`config.mk`:
```
export PLATFORM = sky130hd
export DESIGN_NAME = chan_guard
export DESIGN_NICKNAME = d
export VERILOG_FILES = /design/src/rtl/chan_guard_pkg.sv /design/src/rtl/cg_sync.sv /design/src/rtl/cg_trip.sv /design/src/rtl/cg_diag.sv /design/src/rtl/chan_guard.sv
export SDC_FILE = /design/constraint.sdc
export NUM_CORES = 1
export LEC_CHECK = 0
export BUFFER_PORTS_ARGS = -buffer_cell sky130_fd_sc_hd__buf_2
export CORE_MARGIN = 4
export CORE_UTILIZATION = 40
export DETAILED_ROUTE_END_ITERATION = 8
export PLACE_DENSITY = 0.7
export SLEW_MARGIN = 40
export SYNTH_ARGS = -nofsm -noshare
export SYNTH_HDL_FRONTEND = slang
export SYNTH_SLANG_ARGS = --single-unit
```
`constraint.sdc`:
```
create_clock -name clk -period 1.4 [get_ports clk]
set_clock_uncertainty 0.1 [all_clocks]
set_input_delay 0.07 -clock clk [delete_from_list [all_inputs] [get_ports clk]]
set_output_delay 0.07 -clock clk [all_outputs]
set_load 0.02 [all_outputs]
```
`src/rtl/chan_guard_pkg.sv`:
```
package chan_guard_pkg;

    // Codes seen by the failure register
    typedef enum logic [1:0] {
        FC_GND  = 2'b00,
        FC_BATT = 2'b01,
        FC_OPEN = 2'b10,
        FC_NONE = 2'b11
    } fault_code_e;

    // Raw and synchronised sense inputs, command in the top bit
    typedef struct packed {
        logic ctl_n;
        logic oc;
        logic ot;
        logic gnd;
        logic ol;
    } sense_t;

    localparam int SENSE_W = $bits(sense_t);

    // Idle level: command off, no flags raised
    localparam logic [SENSE_W-1:0] SENSE_IDLE = 5'b10000;

    // Short to battery outranks ground short, which outranks open load
    function automatic fault_code_e pick_code(input logic trip, input logic gnd, input logic ol);
        if (trip)     return FC_BATT;
        else if (gnd) return FC_GND;
        else if (ol)  return FC_OPEN;
        else          return FC_NONE;
    endfunction

endpackage

```
`src/rtl/cg_sync.sv`:
```
module cg_sync #(
    parameter int              W       = 1,
    parameter logic [W-1:0]    RST_VAL = '0
) (
    input  logic         clk,
    input  logic         clr,
    input  logic [W-1:0] d,
    output logic [W-1:0] q
);
    logic [W-1:0] meta;

    always_ff @(posedge clk) begin
        if (clr) begin
            meta <= RST_VAL;
            q    <= RST_VAL;
        end else begin
            meta <= d;
            q    <= meta;
        end
    end
endmodule

```
`src/rtl/cg_trip.sv`:
```
module cg_trip #(
    parameter int SCB_CYC = 5
) (
    input  logic clk,
    input  logic clr,
    input  logic on_req,
    input  logic oc,
    input  logic ot,
    output logic gate_q,
    output logic trip_set
);
    localparam int CW = $clog2(SCB_CYC + 1);

    logic [CW-1:0] oc_cnt;
    logic          trip_q;
    logic          oc_live;

    assign oc_live  = gate_q && oc;
    assign trip_set = gate_q && (ot || (oc && oc_cnt == CW'(SCB_CYC - 1)));

    always_ff @(posedge clk) begin
        if (clr) begin
            oc_cnt <= '0;
            trip_q <= 1'b0;
            gate_q <= 1'b0;
        end else begin
            if (!oc_live)
                oc_cnt <= '0;
            else if (oc_cnt != CW'(SCB_CYC))
                oc_cnt <= oc_cnt + 1'b1;
            // latch holds until the command is withdrawn
            trip_q <= trip_set || (trip_q && on_req);
            gate_q <= on_req && !trip_set && !trip_q;
        end
    end
endmodule

```
`src/rtl/cg_diag.sv`:
```
module cg_diag #(
    parameter int FLT_CYC = 55
) (
    input  logic clk,
    input  logic clr,
    input  logic gate_q,
    input  logic on_req,
    input  logic gnd,
    input  logic ol,
    output logic gnd_evt,
    output logic ol_evt
);
    localparam int CW = $clog2(FLT_CYC + 1);

    logic [CW-1:0] flt_cnt;
    logic          gate_d;
    logic          cond;
    logic          restart;
    logic          fire;
    logic          ol_seen;

    // one counter: drain check while off, load check while on
    assign cond    = gate_q ? ol : gnd;
    assign restart = (gate_q != gate_d) || !cond;
    assign fire    = !restart && flt_cnt == CW'(FLT_CYC - 1);

    assign gnd_evt = fire && !gate_q;
    // sporadic: condition cleared while on; static: command withdrawn
    assign ol_evt  = ol_seen && gate_q && (!ol || !on_req);

    always_ff @(posedge clk) begin
        if (clr) begin
            flt_cnt <= '0;
            gate_d  <= 1'b0;
            ol_seen <= 1'b0;
        end else begin
            gate_d <= gate_q;
            if (restart)
                flt_cnt <= '0;
            else if (flt_cnt != CW'(FLT_CYC))
                flt_cnt <= flt_cnt + 1'b1;
            if (!gate_q || ol_evt)
                ol_seen <= 1'b0;
            else if (fire)
                ol_seen <= 1'b1;
        end
    end
endmodule

```
`src/rtl/chan_guard.sv`:
```
module chan_guard
    import chan_guard_pkg::*;
#(
    parameter int SCB_CYC = 5,
    parameter int FLT_CYC = 55
) (
    input  logic       clk,
    input  logic       rst,
    input  logic       uv,
    input  logic       ctl_n,
    input  logic       oc_flag,
    input  logic       ot_flag,
    input  logic       gnd_flag,
    input  logic       ol_flag,
    output logic       gate_en,
    output logic       store,
    output logic [1:0] status
);
    sense_t              raw;
    sense_t              syn;
    logic [SENSE_W-1:0]  syn_bits;
    logic                clr;
    logic                on_req;
    logic                gate_q;
    logic                trip_set;
    logic                gnd_evt;
    logic                ol_evt;
    fault_code_e         code_q;
    logic                store_q;

    assign clr = rst || uv;
    assign raw = {ctl_n, oc_flag, ot_flag, gnd_flag, ol_flag};

    cg_sync #(
        .W       (SENSE_W),
        .RST_VAL (SENSE_IDLE)
    ) u_sync (
        .clk (clk),
        .clr (clr),
        .d   (raw),
        .q   (syn_bits)
    );

    assign syn    = sense_t'(syn_bits);
    assign on_req = !syn.ctl_n;

    cg_trip #(
        .SCB_CYC (SCB_CYC)
    ) u_trip (
        .clk      (clk),
        .clr      (clr),
        .on_req   (on_req),
        .oc       (syn.oc),
        .ot       (syn.ot),
        .gate_q   (gate_q),
        .trip_set (trip_set)
    );

    cg_diag #(
        .FLT_CYC (FLT_CYC)
    ) u_diag (
        .clk     (clk),
        .clr     (clr),
        .gate_q  (gate_q),
        .on_req  (on_req),
        .gnd     (syn.gnd),
        .ol      (syn.ol),
        .gnd_evt (gnd_evt),
        .ol_evt  (ol_evt)
    );

    always_ff @(posedge clk) begin
        if (clr) begin
            store_q <= 1'b0;
            code_q  <= FC_NONE;
        end else begin
            store_q <= trip_set || gnd_evt || ol_evt;
            code_q  <= pick_code(trip_set, gnd_evt, ol_evt);
        end
    end

    assign gate_en = gate_q;
    assign store   = store_q;
    assign status  = code_q;
endmodule

```
==> flow_metrics.py, run 1 <==
metrics = {
    "synthesis": {
        "netlist_instances": 99,
        "ys_types": 28,
        "ys_seq_area_share_pct": 52.1,
        "ys_seq_elements": 26,
        "syn_area_per_cell_sq_um": 10.1,
        "synth_fp_nets": 112,
        "synth-edff-count": 0,
        "yosys_warnings": 0,
        "synthFlopType": "dfxtp_1",
        "synth_area_sq_um": 998,
        "async_flop_share_pct": 0,
    },
    "placement": {
        "gp_routability_congestion": 0.700,
        "io_buffers": 11,
        "hpwl_microns": 1200,
    },
    "clocking": {
        "clk_pin_slew_ns": 0.14,
        "cts.sinks": 26,
        "insertion_delay_ns": 0.32,
        "cts_tree": "done",
        "cts.path.max_buffers": 2,
        "cts.htree.levels": 1,
        "clock-root-buffer": "clkbuf_4",
        "cts_made_buffers": 3,
    },
    "sta": {
        "max_slew_margin_pct": 83.3,
        "finalCritPeriodShare_pct": 98.5,
        "clock.fmax_ghz": 0.725,
        "fin_hold_ws_ns": 0.327,
        "setup_viol": 0,
        "tightest_slew_ns": 0.250,
        "hold_violations": 0,
        "slew_viol_final": 0,
        "tns_ns": 0,
        "finalCriticalPeriod_ns": 1.38,
    },
    "route": {
        "drtIter0Drc": 13,
        "wl_met1_microns": 794,
        "ant_nets": 0,
        "avgViaCountPerCell": 4.82,
        "highest_layer": "met4",
        "route.met2.wl_microns": 788,
        "wl_microns": 1680,
        "vias": 742,
        "wl_met3_microns": 67,
        "first_pass_iters": 4,
        "routedWlPerCell_microns": 10.9,
        "remaining_drc_errors": 0,
    },
    "status": {
        "outcome": "finished clean",
    },
    "layout": {
        "syn_to_final_growth_pct": 29.1,
        "layout-drive-gt1-share_pct": 27.0,
        "n_fill_cell": 196,
        "seqCellArea_sq_um": 526,
        "multi_input_area_sq_um": 478,
        "antenna_cells": 0,
        "final_nets": 140,
    },
    "pwr": {
        "pwr-share-clk_pct": 38.7,
        "seqPwrFrac_pct": 57.7,
        "switching_share_pct": 17.8,
        "switchingPower_w": 0.000232,
        "ir_drop_mv": 0.555,
        "p_int_w": 0.00107,
        "leakagePower_nw": 0.560,
        "p_per_area_nw_per_um2": 1010,
        "combPwrFrac_pct": 3.6,
    },
    "grt": {
        "grtUsageTotal_pct": 10.9,
        "overflow": 0,
        "grt_pass1_vias": 727,
        "antenna_found_initial": 0,
        "grt_start_max_net_pins": 16,
        "grt_pass1_wl_microns": 2880,
    },
    "setup_path": {
        "worstPathArrival_ns": 1.51,
        "crit_required_ns": 1.53,
        "worstSetupStartpointType": "register",
        "critPathKind": "reg2reg",
        "crit_path_end_kind": "register",
        "cp_max_fo": 3,
    },
    "floorplan": {
        "fp.dieArea_sq_um": 3360,
        "fp.dieW_microns": 58.0,
        "die_h_microns": 58.0,
        "core_sq_um": 2300,
        "start_util_pct": 43.5,
        "rows": 17,
        "io_pins": 12,
    },
    "min_path": {
        "hp-class": "reg2reg",
    },
    "run": {
        "maxCapViolations": 0,
    },
}
==> repair_timing <==
| item | in CTS | in global routing |
|---|---|---|
| pin swaps | 2 | 2 |
| buffers inserted | 1 | 0 |
| hold endpoints to repair | 6 | 0 |
| endpoints found under the setup margin | 1 | 4 |
| resized for setup | 1 | 8 |
| hold buffers | 7 | 0 |
==> per-layer routing <==
metal / GRT usage [%] / vias to the layer above
li1: - / 395
met1: 12.6 / 333
met2: 19.2 / 12
met3: 2.67 / 2
met4: 3.97 / 0
met5: 0 / -
==> through the flow <==
stage / setup WS, ns / cells / util, % / area, sq um / total power, W
after floorplan: 0.0176 / 99 / - / 1000 / 0.000779
after global placement: 0.0323 / 142 / 49.5 / 1140 / 0.000798
after detailed placement: -0.000392 / 142 / 49.5 / 1140 / 0.000799
after CTS: 0.0155 / 154 / 55.2 / 1270 / 0.00133
after global routing: -0.0378 / 154 / 56.1 / 1290 / 0.00136
final: 0.0215 / 154 / 56.1 / 1290 / 0.00130
==> layout make-up <==
class                      instances  area share, %
sequential                        26           40.8
clock inverter                     1           2.33
inverter                           4           1.17
multi-input combinational         68           37.1
timing repair buffer              24           14.2
tap                               28           2.72
clock buffer                       3           1.75
==> synth_stat cells, drive strengths merged, types with 2 or more instances <==
cell type / n / share of area, %
inv: 4 / 1.5
dfxtp: 26 / 52
nand3: 4 / 2.0
or3: 4 / 2.5
o21a: 2 / 1.5
o211a: 2 / 2.0
nand2: 5 / 1.9
and3: 2 / 1.3
xor2: 2 / 1.8
nor2: 8 / 3.0
and2: 9 / 5.6
a21oi: 3 / 1.5
o21ai: 6 / 3.0
ha: 5 / 6.3
nor3: 5 / 2.5
==> layout by cell type, fill, tap and decap left out, drive strengths merged <==
cell / Yosys / layout
nand2: 5 / 5
o21ai: 6 / 6
o21a: 2 / 2
dfxtp: 26 / 26
o211ai: 1 / 1
xor2: 2 / 2
and3: 2 / 2
nor2: 8 / 8
o2111a: 1 / 1
nor3: 5 / 5
and2: 9 / 9
clkbuf: 1 / 3
or3: 4 / 4
ha: 5 / 5
and3b: 1 / 1
dlygate4sd3: 0 / 7
nand3b: 1 / 1
o31a: 1 / 1
a21oi: 3 / 3
a21boi: 1 / 1
nand3: 4 / 4
nor4b: 1 / 1
nand2b: 1 / 1
buf: 0 / 17
bufinv: 0 / 1
xnor2: 1 / 1
nor3b: 1 / 1
o211a: 2 / 2
and4: 1 / 1
inv: 4 / 4
==> power by group through the flow <==
stage          Combinational [W]  Clock, W  Sequential [W]
5_1_grt                0.0000521  0.000556        0.000753
3_3_place_gp           0.0000305         0        0.000767
2_1_floorplan          0.0000121         0        0.000767
3_5_place_dp           0.0000319         0        0.000767
4_1_cts                0.0000466  0.000532        0.000751
6_report               0.0000469  0.000504        0.000751
==> worst max-delay path: stages, from the launching register on <==
cell and delay, ns:
dfxtp_2 0.35, inv_1 0.04, ha_2 0.16, and3_4 0.16, o21a_1 0.20, nor4b_2 0.28
==> cell families (layout without fill, tap and decap cells) <==
| family | count (synthesis) | in the layout | synth area share (%) |
|---|---|---|---|
| adders and majority gates | 5 | 5 | 6.27 |
| buffers and inverters | 5 | 32 | 1.88 |
| DFF | 26 | 26 | 52.1 |
| xor gates and xnor gates | 3 | 3 | 2.63 |
| AOI/OAI and AO/OA | 17 | 17 | 11.5 |
| and+or+nand+nor | 43 | 43 | 25.6 |
==> worst paths after layout <==
check | from | endpoint | slack, ns | cells past startpoint
worst max-delay path | u_trip.oc_cnt[0] | u_trip.gate_q | 0.02 | 5
worst min-delay path | u_sync.meta[4] | u_sync.q[4] | 0.33 | 1
worst max register to register | u_trip.oc_cnt[0] | u_trip.gate_q | 0.02 | 5
worst min register to register | u_sync.meta[4] | u_sync.q[4] | 0.33 | 1
==> registers in the layout, indices dropped and copies added, names as in the netlist <==
| signal | cells |
|---|---|
| u_trip.oc_cnt | 3 |
| u_diag.ol_seen | 1 |
| status | 2 |
| u_diag.gate_d | 1 |
| u_trip.gate_q | 1 |
| u_sync.q | 5 |
| u_diag.flt_cnt | 6 |
| u_trip.trip_q | 1 |
| store | 1 |
| u_sync.meta | 5 |
(Power assumes the default switching activity.)
==> inputs of run 2 (changes only) <==
--- a/config.mk
+++ b/config.mk
@@ -5,11 +5,11 @@
 export SDC_FILE = /design/constraint.sdc
 export NUM_CORES = 1
 export LEC_CHECK = 0
-export BUFFER_PORTS_ARGS = -buffer_cell sky130_fd_sc_hd__buf_2
 export CORE_MARGIN = 4
 export CORE_UTILIZATION = 40
 export DETAILED_ROUTE_END_ITERATION = 8
-export PLACE_DENSITY = 0.7
+export DONT_BUFFER_PORTS = 1
+export PLACE_DENSITY = 0.65
 export SLEW_MARGIN = 40
 export SYNTH_ARGS = -nofsm -noshare
 export SYNTH_HDL_FRONTEND = slang
==> constraint.sdc (replaced) <==
create_clock -name clk -period 1.4 [get_ports clk]
set_clock_uncertainty 0.1 [all_clocks]
set_input_delay 0.07 -clock clk [delete_from_list [all_inputs] [get_ports clk]]
set_output_delay 0.07 -clock clk [all_outputs]
set_load 0.1 [all_outputs]
==> run 2 against run 1 <==
  * Maximum frequency up 0.66%
  * Via count up 0.54%
  * Final cell count down 2.6%
  * Critical endpoint is now store
==> flow_metrics.py, run 2 (same netlist as run 1, synthesis figures left out) <==
metrics = {
    "placement": {
        "placed_area_sq_um": 1110,
        "hpwl_microns": 1220,
        "gp_routability_congestion": 0.719,
        "io_buffers": 0,
    },
    "layout": {
        "syn_to_final_growth_pct": 27.2,
        "final_cell_mix": "dfxtp_1 (22), buf_4 (11), and2_1 (9), dlygate4sd3_1 (9), nor2_1 (8)",
        "layout-drive-gt1-share_pct": 21.3,
        "reg_top3": "u_diag.flt_cnt: 6 flops, u_sync.meta: 5 flops, u_sync.q: 5 flops",
        "top_register": "u_diag.flt_cnt",
        "antenna_cells": 0,
        "final_common_cell": "dfxtp_1",
        "final_nets": 136,
        "largest_reg_flops": 6,
        "final_util_pct": 55.3,
        "final_area_sq_um": 1270,
    },
    "sta": {
        "slew_viol_final": 0,
        "hold_violations": 0,
        "finalCritPeriodShare_pct": 97.8,
        "setup_viol": 0,
        "rsz0062_at_grt": "yes",
        "clock.fmax_ghz": 0.730,
        "tightest_slew_ns": 0.282,
        "finalCriticalPeriod_ns": 1.37,
        "max_slew_margin_pct": 81.4,
    },
    "route": {
        "drtIter0Drc": 12,
        "avgViaCountPerCell": 4.97,
        "wl_microns": 1650,
        "route.met2.wl_microns": 788,
        "vias": 746,
        "wl_met1_microns": 770,
        "ant_nets": 0,
        "routedWlPerCell_microns": 11.0,
        "first_pass_iters": 4,
        "highest_layer": "met4",
        "remaining_drc_errors": 0,
        "wl_met3_microns": 78,
    },
    "grt": {
        "grt_pass1_vias": 744,
        "antenna_found_initial": 0,
        "grtUsageTotal_pct": 11.7,
        "grt_start_max_net_pins": 16,
        "overflow": 0,
        "grt_pass1_wl_microns": 3110,
    },
    "clocking": {
        "cts.htree.levels": 1,
        "insertion_delay_ns": 0.31,
        "cts_tree": "done",
        "clock-root-buffer": "clkbuf_4",
        "clk_pin_slew_ns": 0.14,
        "cts_made_buffers": 3,
        "cts.path.max_buffers": 2,
        "cts.sinks": 26,
    },
    "floorplan": {
        "start_util_pct": 43.5,
        "core_sq_um": 2300,
        "io_pins": 12,
        "fp.dieW_microns": 58.0,
        "rows": 17,
        "fp.dieArea_sq_um": 3360,
        "die_h_microns": 58.0,
    },
    "setup_path": {
        "ff2ff_path_depth": 5,
        "reg2reg_slack_ns": 0.03,
        "timing.rr.end": "store",
        "crit_path_end_kind": "register",
        "crit_required_ns": 1.52,
        "worstSetupStartpointType": "register",
        "worstReg2RegStart": "u_trip.oc_cnt[0]",
        "critPathKind": "reg2reg",
        "worstPathArrival_ns": 1.49,
        "cp_max_fo": 3,
    },
    "pwr": {
        "p_per_area_nw_per_um2": 1020,
        "ir_drop_mv": 0.564,
        "leakagePower_nw": 0.543,
        "finalPower_w": 0.00129,
    },
    "min_path": {
        "min_to": "u_sync.q[4]",
        "hp-class": "in2reg",
        "min_from": "uv",
        "worstHoldPathCells": 2,
    },
    "run": {
        "maxCapViolations": 0,
    },
    "status": {
        "outcome": "finished clean",
    },
}
run 2: worst max-delay path by stage:
stage | from | to | slack, ns
final | u_trip.oc_cnt[0] | store | 0.03
after global routing | u_trip.oc_cnt[0] | store | -0.02
after floorplan | u_trip.oc_cnt[0] | store | 0.02
after detailed placement | u_trip.oc_cnt[1] | store | -0.02
after global placement | u_trip.oc_cnt[1] | store | 0.03
after CTS | u_trip.oc_cnt[1] | store | 0.02
run 2: worst max-delay path, stage by stage (launching register included):
cell and delay (ns):
dfxtp_2 0.36, inv_2 0.03, ha_2 0.16, and3_4 0.16, o21a_1 0.19, o31a_1 0.28
run 2: area by class of cell:
type,instances,area [sq um]
clock buffer,3,22.5
fill,211,1030
inverter,4,15.0
tap,28,35.0
clock inverter,1,30.0
sequential,26,528
multi-input combinational,68,467
timing repair buffer,20,173
run 2: per-stage QoR:
stage	hold slack, ns	setup WS, ns	setup TNS [ns]	instances
global route	0.282	-0.0228	-0.0228	150
CTS	0.275	0.0220	0	149
finish	0.283	0.0306	0	150
detailed placement	0.0741	-0.0191	-0.0191	136
floorplan	0.0688	0.0176	0	99
global placement	0.0728	0.0348	0	136
run 2: power by group:
group / internal [W] / total, W / switching, W
logic: 0.0000262 / 0.0000389 / 0.0000128
clock network: 0.000289 / 0.000502 / 0.000212
registers: 0.000746 / 0.000749 / 0.00000288
run 2: per-layer routing:
| layer | global-route usage, % | up-vias |
|---|---|---|
| met3 | 3.12 | 2 |
| met1 | 14.4 | 346 |
| met5 | 0 | - |
| met4 | 3.97 | 0 |
| met2 | 19.8 | 13 |
| li1 | - | 385 |
run 2: repair_timing:
item                                    4_1_cts  5_1_grt
endpoints found under the setup margin        1        6
hold endpoints to repair                      9        1
buffers inserted                              0        1
hold buffers                                  9        1
pin swaps                                     2        2
gates resized for setup                       1        6
